File: config.mk
export PLATFORM = sky130hd
export DESIGN_NAME = hcla_adder
export DESIGN_NICKNAME = d
export VERILOG_FILES = /design/src/rtl/hcla_pkg.sv /design/src/rtl/hcla_group.sv /design/src/rtl/hcla_carry_net.sv /design/src/rtl/hcla_adder.sv
export SDC_FILE = /design/constraint.sdc
export NUM_CORES = 1
export LEC_CHECK = 0
export CORE_ASPECT_RATIO = 1.1
export CORE_MARGIN = 5
export CORE_UTILIZATION = 44
export DETAILED_ROUTE_END_ITERATION = 8
export PLACE_DENSITY = 0.85
export SLEW_MARGIN = 10
export SYNTH_ARGS = -nofsm -noshare
export SYNTH_HDL_FRONTEND = slang
export SYNTH_SLANG_ARGS = --single-unit
File: constraint.sdc
create_clock -name vclk -period 3.4
set_input_delay 0.51 -clock vclk [all_inputs]
set_output_delay 0.51 -clock vclk [all_outputs]
set_load 0.005 [all_outputs]
File: src/rtl/hcla_pkg.sv
package hcla_pkg;

  // Largest slice width and largest slice count the shared carry helper accepts.
  localparam int MAX_W = 64;

  typedef enum logic {
    ADD_LOOKAHEAD = 1'b0,
    ADD_RIPPLE    = 1'b1
  } adderKind_e;

  // Flat lookahead carry at position idx. Each carry is an OR of
  // generate-times-propagate products and never uses the carry below it.
  function automatic logic laCarry(input logic [MAX_W-1:0] prop,
                                   input logic [MAX_W-1:0] gen,
                                   input logic             carryIn,
                                   input int               idx);
    logic acc;
    logic term;
    term = carryIn;
    for (int k = 0; k < idx; k++) term = term & prop[k];
    acc = term;
    for (int j = 0; j < idx; j++) begin
      term = gen[j];
      for (int k = j + 1; k < idx; k++) term = term & prop[k];
      acc = acc | term;
    end
    return acc;
  endfunction

endpackage

File: src/rtl/hcla_group.sv
module hcla_group
  import hcla_pkg::*;
#(
  parameter int         GROUP_W    = 8,
  parameter adderKind_e INNER_KIND = ADD_LOOKAHEAD
) (
  input  logic [GROUP_W-1:0] a,
  input  logic [GROUP_W-1:0] b,
  input  logic               cin,
  output logic [GROUP_W-1:0] sum,
  output logic               grpP,
  output logic               grpG
);

  logic [GROUP_W-1:0] bitP;
  logic [GROUP_W-1:0] bitG;
  logic [GROUP_W:0]   carry;
  logic [MAX_W-1:0]   pWide;
  logic [MAX_W-1:0]   gWide;

  assign bitP  = a | b;
  assign bitG  = a & b;
  assign pWide = MAX_W'(bitP);
  assign gWide = MAX_W'(bitG);

  generate
    if (INNER_KIND == ADD_LOOKAHEAD) begin : g_laInner
      for (genvar i = 0; i <= GROUP_W; i++) begin : g_bit
        assign carry[i] = laCarry(pWide, gWide, cin, i);
      end
    end else begin : g_rpInner
      always_comb begin
        logic [GROUP_W:0] chain;
        logic run;
        run = cin;
        for (int i = 0; i < GROUP_W; i++) begin
          chain[i] = run;
          run = bitG[i] | (bitP[i] & run);
        end
        chain[GROUP_W] = run;
        carry = chain;
      end
    end
  endgenerate

  assign sum  = a ^ b ^ carry[GROUP_W-1:0];
  assign grpP = &bitP;
  // The slice's own carry input is kept out of the group generate.
  assign grpG = laCarry(pWide, gWide, 1'b0, GROUP_W);

  // The slice adder's own top carry must agree with the exported summary terms.
  always_comb begin
    assert_group_carry_R6: assert (carry[GROUP_W] == (grpG | (grpP & cin)))
      else $error("slice carry disagrees with group P/G");
    assert_bit_gen_prop_R7: assert ((bitG & ~bitP) == '0)
      else $error("generate set without propagate");
  end

endmodule

File: src/rtl/hcla_carry_net.sv
module hcla_carry_net
  import hcla_pkg::*;
#(
  parameter int         GROUPS   = 4,
  parameter adderKind_e NET_KIND = ADD_LOOKAHEAD
) (
  input  logic [GROUPS-1:0] grpP,
  input  logic [GROUPS-1:0] grpG,
  input  logic              cin,
  output logic [GROUPS-1:0] grpCin,
  output logic              cout
);

  logic [GROUPS:0]  carry;
  logic [MAX_W-1:0] pWide;
  logic [MAX_W-1:0] gWide;

  assign pWide = MAX_W'(grpP);
  assign gWide = MAX_W'(grpG);

  generate
    if (NET_KIND == ADD_LOOKAHEAD) begin : g_laNet
      for (genvar i = 0; i <= GROUPS; i++) begin : g_grp
        assign carry[i] = laCarry(pWide, gWide, cin, i);
      end
    end else begin : g_rpNet
      always_comb begin
        logic [GROUPS:0] chain;
        logic run;
        run = cin;
        for (int i = 0; i < GROUPS; i++) begin
          chain[i] = run;
          run = grpG[i] | (grpP[i] & run);
        end
        chain[GROUPS] = run;
        carry = chain;
      end
    end
  endgenerate

  assign grpCin = carry[GROUPS-1:0];
  assign cout   = carry[GROUPS];

  always_comb begin
    assert_net_full_prop_R5: assert (!((&grpP) && cin) || cout)
      else $error("carry input lost across fully propagating slices");
    assert_net_top_gen_R6: assert (!grpG[GROUPS-1] || cout)
      else $error("top slice generate did not reach carry-out");
  end

endmodule

File: src/rtl/hcla_adder.sv
module hcla_adder
  import hcla_pkg::*;
#(
  parameter int         DATA_W     = 32,
  parameter int         GROUP_W    = 8,
  parameter adderKind_e INNER_KIND = ADD_LOOKAHEAD,
  parameter adderKind_e NET_KIND   = ADD_LOOKAHEAD
) (
  input  logic [DATA_W-1:0] a,
  input  logic [DATA_W-1:0] b,
  input  logic              cin,
  output logic [DATA_W-1:0] sum,
  output logic              cout
);

  localparam int GROUPS = DATA_W / GROUP_W;

  generate
    if ((DATA_W % GROUP_W) != 0 || GROUP_W < 1) begin : g_badWidth
      $error("DATA_W must be a whole multiple of GROUP_W");
    end
    if (GROUP_W > MAX_W || GROUPS > MAX_W) begin : g_badSize
      $error("slice width or slice count exceeds MAX_W");
    end
  endgenerate

  logic [GROUPS-1:0] grpP;
  logic [GROUPS-1:0] grpG;
  logic [GROUPS-1:0] grpCin;

  generate
    for (genvar gi = 0; gi < GROUPS; gi++) begin : g_slice
      hcla_group #(
        .GROUP_W   (GROUP_W),
        .INNER_KIND(INNER_KIND)
      ) uSlice (
        .a   (a[gi*GROUP_W +: GROUP_W]),
        .b   (b[gi*GROUP_W +: GROUP_W]),
        .cin (grpCin[gi]),
        .sum (sum[gi*GROUP_W +: GROUP_W]),
        .grpP(grpP[gi]),
        .grpG(grpG[gi])
      );
    end
  endgenerate

  hcla_carry_net #(
    .GROUPS  (GROUPS),
    .NET_KIND(NET_KIND)
  ) uNet (
    .grpP  (grpP),
    .grpG  (grpG),
    .cin   (cin),
    .grpCin(grpCin),
    .cout  (cout)
  );

endmodule

### Word level (Yosys, flattened, before mapping)

Index checks and enable logic that the tools add are counted.

| word-level totals | value |
|---|---|
| output and inout bits | 33 |
| register bits | 0 |
| input bits | 65 |

| cells by class | value |
|---|---|
| bitwise operators | 316 |
| reductions and logical operators | 4 |

Operators with widths:

| kind | number |
|---|---|
| $and 1x1->1 | 150 |
| $or 1x1->1 | 150 |
| $xor 8x8->8 | 8 |
| $and 8x8->8 | 4 |
| $or 8x8->8 | 4 |
| $reduce_and 8->1 | 4 |

### Longest topological paths before layout

| logic depth | value |
|---|---|
| depth in word-level cells | 35 |
| mapped depth | 11 |

### Hierarchy

From an unflattened synthesis, not the netlist that was laid out.

| second synthesis, totals | value |
|---|---|
| cells, all modules | 295 |
| area, all modules | 2,172.1 um2 |

By module, submodules not included:

| module | cells an instance | area an instance (um2) | instances |
|---|---|---|---|
| hcla_group at g_slice[1].uSlice ... | 71 | 524.3 | 3 |
| hcla_group at g_slice[0].uSlice | 76 | 553.0 | 1 |
| hcla_carry_net | 6 | 46.3 | 1 |

### Least setup slack after synthesis

Ideal clock, no wire load.

| timing | value |
|---|---|
| path kind | in2out |
| start point | input a[0] |
| end point | output sum[25] |
| setup slack | 0.633 ns |
| arrival | 2.257 ns |
| stages on the path | 9 |
| path buffers | 0 |
| cell sequence | ha_1 -> o311a_1 -> a31o_1 -> o21ai_2 -> nand2_2 -> o21ai_2 -> inv_1 -> fa_1 -> xor2_1 |

| on the way | value |
|---|---|
| word-level cells in the longest chain between the ends | 23 |
| elaborated cells between the ends (all ways) | 28 |

Ends and longest elaborated chain:

| what | line | text |
|---|---|---|
| start, declared | hcla_adder.sv:9 | `input logic [DATA_W-1:0] a,` |
| $and 8x8->8 | hcla_group.sv:22 | `assign bitG = a & b;` |
| $and 1x1->1 (6 in a row) | hcla_pkg.sv:24 | `for (int k = j + 1; k < idx; k++) term = term & prop[k];` |
| $and 1x1->1 | - |  |
| $or 1x1->1 (7 in a row) | hcla_pkg.sv:25 | `acc = acc \| term;` |
| $and 1x1->1 (2 in a row) | hcla_pkg.sv:24 |  |
| $or 1x1->1 (*) (3 in a row) | hcla_pkg.sv:25 |  |
| $and 1x1->1 (*) | hcla_pkg.sv:20 | `for (int k = 0; k < idx; k++) term = term & prop[k];` |
| $or 1x1->1 (*) | hcla_pkg.sv:25 |  |
| $xor 8x8->8 (*) | hcla_group.sv:46 | `assign sum = a ^ b ^ carry[GROUP_W-1:0];` |
| end, declared | hcla_adder.sv:12 | `output logic [DATA_W-1:0] sum,` |

Mark *: on every way between the ends. The rest lies on a longest branch, timed or not.

### Worst setup path after layout

| timing | value |
|---|---|
| start point | input b[1] |
| end point | output sum[24] |

| on the way | value |
|---|---|
| word-level cells in the longest chain between the ends | 21 |
| elaborated cells between the ends (all ways) | 32 |

Ends and longest elaborated chain:

| what | line | text |
|---|---|---|
| start, declared | hcla_adder.sv:10 | `input logic [DATA_W-1:0] b,` |
| $or 8x8->8 | hcla_group.sv:21 | `assign bitP = a \| b;` |
| $and 1x1->1 (6 in a row) | hcla_pkg.sv:24 |  |
| $and 1x1->1 | - |  |
| $or 1x1->1 (7 in a row) | hcla_pkg.sv:25 |  |
| $and 1x1->1 (2 in a row) | hcla_pkg.sv:24 |  |
| $or 1x1->1 (*) (3 in a row) | hcla_pkg.sv:25 |  |
| $xor 8x8->8 (*) | hcla_group.sv:46 |  |

Marks and branches as above.

==> flow_results.org <==
** Global route
- Maximum number of pins on one net before global-route repair :: 8
- The initial antenna violation count came to 0.
- The number of global-route vias before repair came to 2754.
- Combined global-route utilization of all metal layers :: 23.3%
- Global-route wire length before repair :: 12.3 mm
- Overflow left after global routing :: 0

** Routing
- Wires add up to 8.51 mm.
- Metal-1 WL :: 2.90 mm
- Using the TritonRoute via totals, the vias-per-cell ratio works out to 5.20.
- DR WL met3 :: 631 µm
- 1st-iter DRT viols :: 124
- Total met2 wirelength after detailed routing :: 4.66 mm
- Dividing the detail-routed wire length by the instance count gives 16.9 µm.
- Max layer used :: met4
- The routed layout has 2615 vias.
- Number of iterations in the first detailed-routing pass :: 4
- In the routed design, unresolved DRC markers number 0.
- The detail route stage leaves a number of antenna-violating nets equal to 0.

** Floorplan
- The floorplan step set the die height to 82.6 µm.
- Measured along the x axis, the die boundary spans 76 µm.
- Row generation in the floorplan step produced 26 rows.
- Die outline area :: 0.00628 mm²
- Initial Utilization :: 45.3%
- The floorplan step defined a core boundary enclosing 0.00465 mm².
- Number of ports placed on the die boundary :: 98

** Place
- Post-placement cell area :: 0.00348 mm²
- Final GP Congestion :: 0.810
- Buffers added on ports :: 98
- Half-perimeter wire length after detailed placement :: 5.36 mm

** Clock tree
- After clock tree synthesis, the flow added hold-fix buffers numbering 0.

** Layout
- Register Area :: 0 µm²
- The clock buffers instantiated in the layout total 0.
- Summing all non-filler instances in the final layout gives an area of 0.00392 mm².
- Final antenna diode count :: 0
- In the final design database the tool counted 582 nets.
- Number of sequential cells in the layout :: 0
- Final Core Density :: 84.2%
- In the final layout, the share of cells above drive strength 1 is 37.6%.
- Relative to the synthesized area, the layout overhead comes to 85.8%.

** Timing
- Timing would allow up to 0.297 GHz.
- Pin slew with the least headroom to its limit :: 0.367 ns
- Counting I/O delays and the setup requirement, the final critical path takes 3.37 ns.
- Setup violations remaining at the end of the flow were counted as 0.
- Fin. Hold Viols :: 0
- Total count of max-transition violations in the final report :: 0
- Setup TNS :: 0 ns
- Crit share post-route :: 99.1%
- Slew headroom :: 75.5%

** Setup path
- Longest individual stage delay on the worst path :: 0.53 ns
- Following the worst setup path forward leads to its endpoint at sum[24].
- The worst setup path is captured at an output port.
- The most critical setup path has its startpoint at b[1].
- Highest-delay cell along the critical path :: fa_2
- CP Class :: input pin to output port
- CP Data Required Time :: 2.89 ns
- Data arrival, critical path :: 2.86 ns
- Total number of cells along the worst setup path :: 11
- STA classifies the critical path startpoint as an input pin.
- CP max FO :: 3
- Broken down by cell family, the worst path's largest delay share belongs to compound AO/OA/AOI/OAI gates.
- Traced cell by cell, the critical path runs through dlygate4sd2_1 -> ha_2 -> o311a_1 -> a31o_4 -> o21ai_2 -> nand2_2 -> o21ai_4 -> buf_4 -> inv_2 -> fa_2 -> buf_2.
- The number of buffers and inverters on the critical path is 4.

** Hold path
- The path class of the tightest hold or removal check is input pin to output port.

** Power
- For this design the ratio of total power to cell area is 176 mW/mm².
- Worst IR Drop VDD :: 0.117 mV
- Static leakage power :: 0.00207 µW

** Synthesis
- Dominant cell by count in the synthesized netlist :: inv_1
- Share of the synthesized area in the top cell type :: 38.0%
- Commonest cells post-synth :: 83 x inv_1, 64 x ha_1, 15 x nor2_1, 15 x xor2_1, 13 x a21oi_1
- Yosys attributes the largest share of cell area to ha_1 38%, inv_1 15%, xor2_1 6.2%.
- Yosys printed 0 warnings.
- Top cell type by total area after synthesis :: ha_1
- Cells after Synth :: 285
- After synthesis, the mean cell area works out to 7.40 µm².
- After synthesis, flip-flops and latches occupy 0% of the total area.
- The netlist uses 42 different library cells.
- Mapped Nets :: 418
- The cell area that synthesis handed to floorplanning was 0.00211 mm².

** Outcome
- The run finished with clean final reports.

** Job
- Max-cap viol count :: 0
==> stage by stage <==
step           instances  power (µW)  hold WS (ns)  setup slack, ns
2_1_floorplan        285         248          1.17            0.633
3_3_place_gp         482         589          2.12           -0.451
4_1_cts              496         629          1.67          -0.0240
6_report             503         688          1.53           0.0304
5_1_grt              503         743          1.58          -0.0897
3_5_place_dp         482         610          2.14           -0.577
==> area by class of cell <==
cell class / instances / area (µm²)
inverters: 83 / 312
multi-input cells: 202 / 2170
repair buffers: 162 / 1370
fillers: 255 / 736
well taps: 56 / 70.1
==> report_power, final <==
group	leakage (µW)	switching, µW	internal (µW)	total, µW
Clock	0	0	0	0
Sequential	0	0	0	0
Combinational	0.00207	312	376	688
Total	0.00207	312	376	688
==> kinds of logic (layout without fill, tap and decap cells) <==
family | after synthesis | count (layout) | synth area share [%]
adders and majority gates | 68 | 68 | 41.8
xor gates and xnor gates | 24 | 24 | 9.97
and+or+nand+nor | 59 | 59 | 15.5
buffers and inverters | 83 | 245 | 14.8
AOI/OAI and AO/OA | 51 | 51 | 18.0
==> worst min-delay path by stage <==
stage	slack, ns	to	start	cells after the start
6_report	1.53	sum[25]	a[25]	5
4_1_cts	1.67	sum[20]	a[20]	5
2_1_floorplan	1.17	sum[0]	cin	1
3_3_place_gp	2.12	sum[20]	b[20]	5
5_1_grt	1.58	sum[25]	a[25]	5
3_5_place_dp	2.14	sum[29]	b[29]	5
==> layout by cell type, fill, tap and decap left out, types with 3 or more instances in the layout <==
cell	count
nand2_1	7
inv_1	71
inv_2	12
fa_1	3
buf_4	59
nor3_2	3
nand2b_1	4
xnor2_1	9
a21oi_2	8
buf_2	7
nor3_4	3
clkdlybuf4s50_1	28
a21oi_1	5
dlygate4sd2_1	42
buf_6	4
o21bai_1	8
clkdlybuf4s15_1	5
ha_2	20
nor2b_1	3
o211ai_1	3
ha_1	38
clkbuf_2	10
xor2_1	15
ha_4	6
dlymetal6s2s_1	6
o21ai_1	3
nor2_1	11
nand2_2	5
==> timing repair <==
| action | 4_1_cts | 5_1_grt |
|---|---|---|
| pin swaps | 42 | 27 |
| resized for setup | 156 | 62 |
| setup buffers | 14 | 7 |
| setup endpoints to repair | 27 | 16 |
==> layer usage <==
layer / global-route usage, % / up-vias
met3: 4.12 / 36
met1: 22.1 / 1203
met4: 6.76 / 0
met2: 50.3 / 138
met5: 0 / -
li1: - / 1238
Note: power is estimated with default switching activity, not from simulation.
